<file path="src/rtl/gfx_irq_ctrl.sv">
module gfx_irq_ctrl #(
  parameter int ADDR_W = 5,
  parameter int DATA_W = 32
) (
  input  logic              clk,
  input  logic              rst_n,
  input  logic              bus_wr,
  input  logic [ADDR_W-1:0] bus_addr,
  input  logic [DATA_W-1:0] bus_wdata,
  output logic [DATA_W-1:0] bus_rdata,
  input  logic              ev_flush,
  input  logic              ev_frame,
  input  logic              oom_req,
  output logic              irq
);
  localparam int NSRC = 3;
  localparam logic [ADDR_W-1:0] A_STAT = ADDR_W'(5'h00);
  localparam logic [ADDR_W-1:0] A_ESET = ADDR_W'(5'h04);
  localparam logic [ADDR_W-1:0] A_ECLR = ADDR_W'(5'h08);
  localparam logic [ADDR_W-1:0] A_PADR = ADDR_W'(5'h0C);
  localparam logic [ADDR_W-1:0] A_PSIZ = ADDR_W'(5'h10);

  logic [NSRC-1:0]   pend, en;
  logic [DATA_W-1:0] pool_addr, pool_size;
  logic              oom_cause;

  wire             wr_stat = bus_wr && bus_addr == A_STAT;
  wire             wr_eset = bus_wr && bus_addr == A_ESET;
  wire             wr_eclr = bus_wr && bus_addr == A_ECLR;
  wire             wr_psiz = bus_wr && bus_addr == A_PSIZ;
  wire [NSRC-1:0]  ack     = wr_stat ? bus_wdata[NSRC-1:0] : '0;
  wire [NSRC-1:0]  raise   = {oom_cause, ev_frame, ev_flush};

  always_ff @(posedge clk or negedge rst_n)
    if (!rst_n) pend <= '0;
    else        pend <= raise | (pend & ~ack);

  always_ff @(posedge clk or negedge rst_n)
    if (!rst_n)       en <= '0;
    else if (wr_eset) en <= en | bus_wdata[NSRC-1:0];
    else if (wr_eclr) en <= en & ~bus_wdata[NSRC-1:0];

  always_ff @(posedge clk or negedge rst_n)
    if (!rst_n) begin
      pool_addr <= '0;
      pool_size <= '0;
      oom_cause <= 1'b1;
    end else begin
      if (bus_wr && bus_addr == A_PADR) pool_addr <= bus_wdata;
      if (wr_psiz) pool_size <= bus_wdata;
      oom_cause <= oom_req | (oom_cause & ~(wr_psiz && bus_wdata != '0));
    end

  always_comb
    case (bus_addr)
      A_STAT:         bus_rdata = {{(DATA_W-NSRC){1'b0}}, pend};
      A_ESET, A_ECLR: bus_rdata = {{(DATA_W-NSRC){1'b0}}, en};
      A_PADR:         bus_rdata = pool_addr;
      A_PSIZ:         bus_rdata = pool_size;
      default:        bus_rdata = '0;
    endcase

  assign irq = |(pend & en);
endmodule

</file>
<file path="config.mk">
export PLATFORM = sky130hd
export DESIGN_NAME = gfx_irq_ctrl
export DESIGN_NICKNAME = d
export VERILOG_FILES = /design/src/rtl/gfx_irq_ctrl.sv
export SDC_FILE = /design/constraint.sdc
export NUM_CORES = 1
export LEC_CHECK = 0
export BUFFER_PORTS_ARGS = -buffer_cell sky130_fd_sc_hd__buf_2
export CORE_ASPECT_RATIO = 1.4
export CORE_UTILIZATION = 40
export DETAILED_ROUTE_END_ITERATION = 8
export PLACE_DENSITY = 0.73
export SLEW_MARGIN = 10
export SYNTH_ARGS = -nofsm -noshare
export SYNTH_HDL_FRONTEND = slang
export SYNTH_SLANG_ARGS = --single-unit
</file>
<file path="constraint.sdc">
create_clock -name clk -period 3 [get_ports clk]
set_input_delay 0.6 -clock clk [delete_from_list [all_inputs] [get_ports clk]]
set_output_delay 0.6 -clock clk [all_outputs]
set_load 0.01 [all_outputs]
</file>
; Word level (Yosys, flattened, before mapping)
; Cells that the tools add are included.
; Widths: inputs -> output; s select.
[op_classes]
n_bitwise = 10
muxes = 4
n_eq_ne = 4
n_reduce_logical = 11
[ops]
columns = cell, n
row1 = $pmux 32 s4, 1
row2 = $reduce_bool 32->1, 1
row3 = $eq 5x4->1 const B, 2
row4 = $and 3x3->3, 3
row5 = $mux 3, 3
row6 = $logic_and 1x1->1, 6
row7 = $not 3->3, 2
row8 = $or 3x3->3, 2
row9 = $eq 5x3->1 const B, 1
row10 = $eq 5x5->1 const B, 1
row11 = $logic_not 5->1, 1
row12 = $reduce_or 3->1, 1
row13 = $reduce_bool 2->1, 1
row14 = $reduce_or 2->1, 1
row15 = $and 1x1->1, 1
row16 = $not 1->1, 1
row17 = $or 1x1->1, 1
[totals]
inputBits = 43
wordCells = 34
regBits = 71
out_inout_bits = 33

; Depth between registers and ports, before layout
[logic_depth]
depth_word = 6
mapped_depth = 7
mapped_depth_nobuf = 4

; Worst setup path after synthesis
; Ideal clock, no wire load.
[synth_timing]
path_type = input -> output
startpoint = input bus_addr[2]
endpoint = output bus_rdata[0]
n_path_buf = 3
slack_ns = 0.658
stages = 7
t_required_ns = 2.400
t_arrival_ns = 1.742
cell_sequence = buf_2 > nor4_4 > and2_1 > clkbuf_1 > buf_2 > a222oi_1 > nand2_1
[synth_via]
elab_chain_cells = 3
word_cells_on_any_way = 7
cone_classes = eq/ne: 4 / mux: 1 / reduce/logical: 2
[synth_lines]
columns = element, line
row1 = from (decl), 8  ; input logic [ADDR_W-1:0] bus_addr,
row2 = $eq 5x3->1 / $eq 5x4->1 (equally long branches), 55  ; case (bus_addr)
row3 = $reduce_or 2->1, 55
row4 = $pmux 32 s4 (*), 55
row5 = to (decl), 10  ; output logic [DATA_W-1:0] bus_rdata,
; Mark *: on every way between the ends. The rest lies on a longest branch, timed or not.

; Worst setup path after layout
; Ends and elaborated chain as after synthesis.

==> impl_metrics.toml <==
[yosys]
synth_area_sq_mm = 0.003302
synth.distinct_cells = 28
yosys_register_bits = 71
yosys_warnings = 0
syn_nets = 273
synth_area_per_cell_sq_um = 14.36
ys_seq_area_frac = 0.5385
synthesis.instances = 230

[grt]
busiest_layer = "met2"
grt_pass1_vias = 2352
antenna_found_initial = 0
grtUsageTotal = 0.1856
use_met3 = 0.03485
gr-total-overflow = 0
grt_use_met2 = 0.3211
grt_start_max_net_pins = 72
grt_pass1_wl_um = 11920
grt_use_met1 = 0.2159

[placement]
hpwl_um = 4899
gp_congestion = 0.7434
port_buffers = 75

[critical_path]
r2r-start = "oom_cause"
critPathLaunch = "bus_addr[2]"
rr_worst_depth = 4
worstPathMaxFanout = 9
r2r_slack_ns = 1.30
crit_path_start_kind = "input pin"
rr_endpoint = "oom_cause"
cp-end-kind = "output pin"
worst_ep_arrival_time_ns = 1.84
crit_required_ns = 2.40
worstSetupPathType = "in2out"

[floorplanning]
row_count = 38
die_y_um = 109.5
die_area_sq_mm = 0.008627
core_region_area_sq_mm = 0.007893
initial_core_util = 0.4184
fp.dieW_um = 78.79
ioPinCount = 76

[timing]
min_period_ns = 2.440
worst_slew_pin_slew_ns = 0.8829
fmax_mhz = 409.8
setup_viol = 0
min_period_over_period = 0.8134
rsz0062_at_grt = "false"
finClkSkew_ns = 0.002733
whs_ns = 0.3741
hold_viol_final = 0
relSlewSlack = 0.4114
fin_tns_setup_ns = 0
maxSlewViolCount = 0

[layout]
drive_above_1_share = 0.4244
area_growth_pct = 21.79
n_fill_cell = 719
insertedDiodeCount = 0
layout.nets = 349

[cts]
cts_resized = 0
clockRootBuffer = "clkbuf_8"
clockBufferDepth = 2
h-tree-depth = 3
tritoncts = "yes"
hold_buffers = 0
clock_latency_ns = 0.34
cts-buffers-inserted = 9
cts.clk_slew.worst_paths_ns = 0.07
cts_sinks = 71
post_cts_buffers = 0

[hold_path]
hold_class = "in2async"

[job]
drv_cap = 0

[drt]
drt_iter0_drc = 113
totalWireLength_um = 7426
wl_per_cell_um = 18.07
drc = 0
dr.pass1.iters = 4
dr_total_vias = 2265
viasPerCell = 5.511
ant_nets = 0

[pwr]
p_per_area_mw_per_mm2 = 611.4
p_leak_nw = 2.035
ir_drop_mv = 0.5074

[run_status]
status = "finished, final reports clean"
sequential cells by signal (all words and copies together), names as in the netlist, named ones only:
signal	flops
pend	3
pool_addr	32
pool_size	32
oom_cause	1
cell type report:
type / instances / area [sq um] / share of cell area
clock buffers: 10 / 137.6 / 0.03423
clock inverters: 6 / 107.6 / 0.02676
multi-input cells: 144 / 1436 / 0.3572
repair buffers: 79 / 432.9 / 0.1077
well taps: 100 / 125.1 / 0.03111
flip-flops and latches: 71 / 1778 / 0.4421
inverters: 1 / 3.754 / 0.0009334
Yosys cell counts:
| cell | count | area [sq um] |
|---|---|---|
| nand2_2 | 2 | 12.51 |
| nand3_1 | 4 | 20.02 |
| nand2_1 | 9 | 33.78 |
| o21ai_1 | 4 | 20.02 |
| nor2b_1 | 1 | 6.260 |
| or4_1 | 2 | 15.01 |
| a21o_1 | 3 | 22.52 |
| nand4_1 | 1 | 6.260 |
| nor4_4 | 2 | 42.54 |
| nor4_1 | 6 | 37.54 |
| a31oi_1 | 3 | 18.77 |
| xnor2_1 | 1 | 8.760 |
| dfrtp_1 | 70 | 1752 |
| and2_1 | 1 | 6.260 |
| a21oi_1 | 4 | 20.02 |
| a222oi_1 | 4 | 40.04 |
| nor3_1 | 1 | 5.000 |
| nand3_2 | 1 | 10.01 |
| clkbuf_1 | 4 | 15.01 |
| buf_2 | 7 | 35.03 |
| nor4b_2 | 1 | 15.01 |
| nor4b_1 | 1 | 8.760 |
| a22o_1 | 29 | 254.0 |
| mux2_1 | 34 | 382.9 |
| mux2_4 | 30 | 450.4 |
| dfstp_2 | 1 | 26.28 |
| buf_6 | 3 | 33.78 |
| inv_1 | 1 | 3.750 |
stage by stage:
step	setup WS, ns	instances	util	cell area (sq um)	power, mW
global placement	0.5864	395	0.4784	3776	1.525
CTS	0.5747	411	0.5095	4021	2.485
floorplan	0.6583	230	-	3302	1.416
finish	0.5597	411	0.5095	4021	2.459
global route	0.4058	411	0.5095	4021	2.572
detailed placement	0.5776	395	0.4784	3776	1.549
cell usage in the layout, fill, tap and decap left out, types with 6 or more instances in the layout:
| cell | netlist | final |
|---|---|---|
| clkbuf_8 | 0 | 10 |
| dfrtp_1 | 70 | 70 |
| buf_2 | 7 | 74 |
| mux2_1 | 34 | 34 |
| nand2_1 | 9 | 9 |
| nor4_1 | 6 | 6 |
| mux2_4 | 30 | 30 |
| a22o_1 | 29 | 29 |
how the worst max path moves through the flow:
stage,to,slack (ns),depth (start not counted)
final,bus_rdata[0],0.56,6
after global routing,bus_rdata[1],0.41,7
after CTS,bus_rdata[1],0.57,7
after detailed placement,bus_rdata[1],0.58,7
after global placement,bus_rdata[2],0.59,7
after floorplan,bus_rdata[0],0.66,7
per-layer routing:
| layer | wire length, um | vias to the layer above |
|---|---|---|
| met5 | 0 | - |
| met4 | 192 | 0 |
| met3 | 332 | 17 |
| met2 | 3736 | 61 |
| met1 | 3165 | 1163 |
| li1 | - | 1024 |
power breakdown:
group / switching [mW] / leakage, nW / internal [mW] / total [mW]
Sequential: 0.0935 / 0.897 / 1.13 / 1.22
Combinational: 0.118 / 1.02 / 0.191 / 0.309
Clock: 0.359 / 0.122 / 0.572 / 0.931
cell families after synthesis:
family	synth area share
compound gates	0.1137
xor+xnor	0.002653
buf+inv	0.02652
flops	0.5385
mux	0.2524
simple gates	0.06631
critical path, stage by stage:
cell and delay, ns:
buf_2 0.17, xnor2_1 0.15, nor4_1 0.51, a222oi_1 0.19, nand2_1 0.09, buf_2 0.12
(Power assumes the default switching activity.)
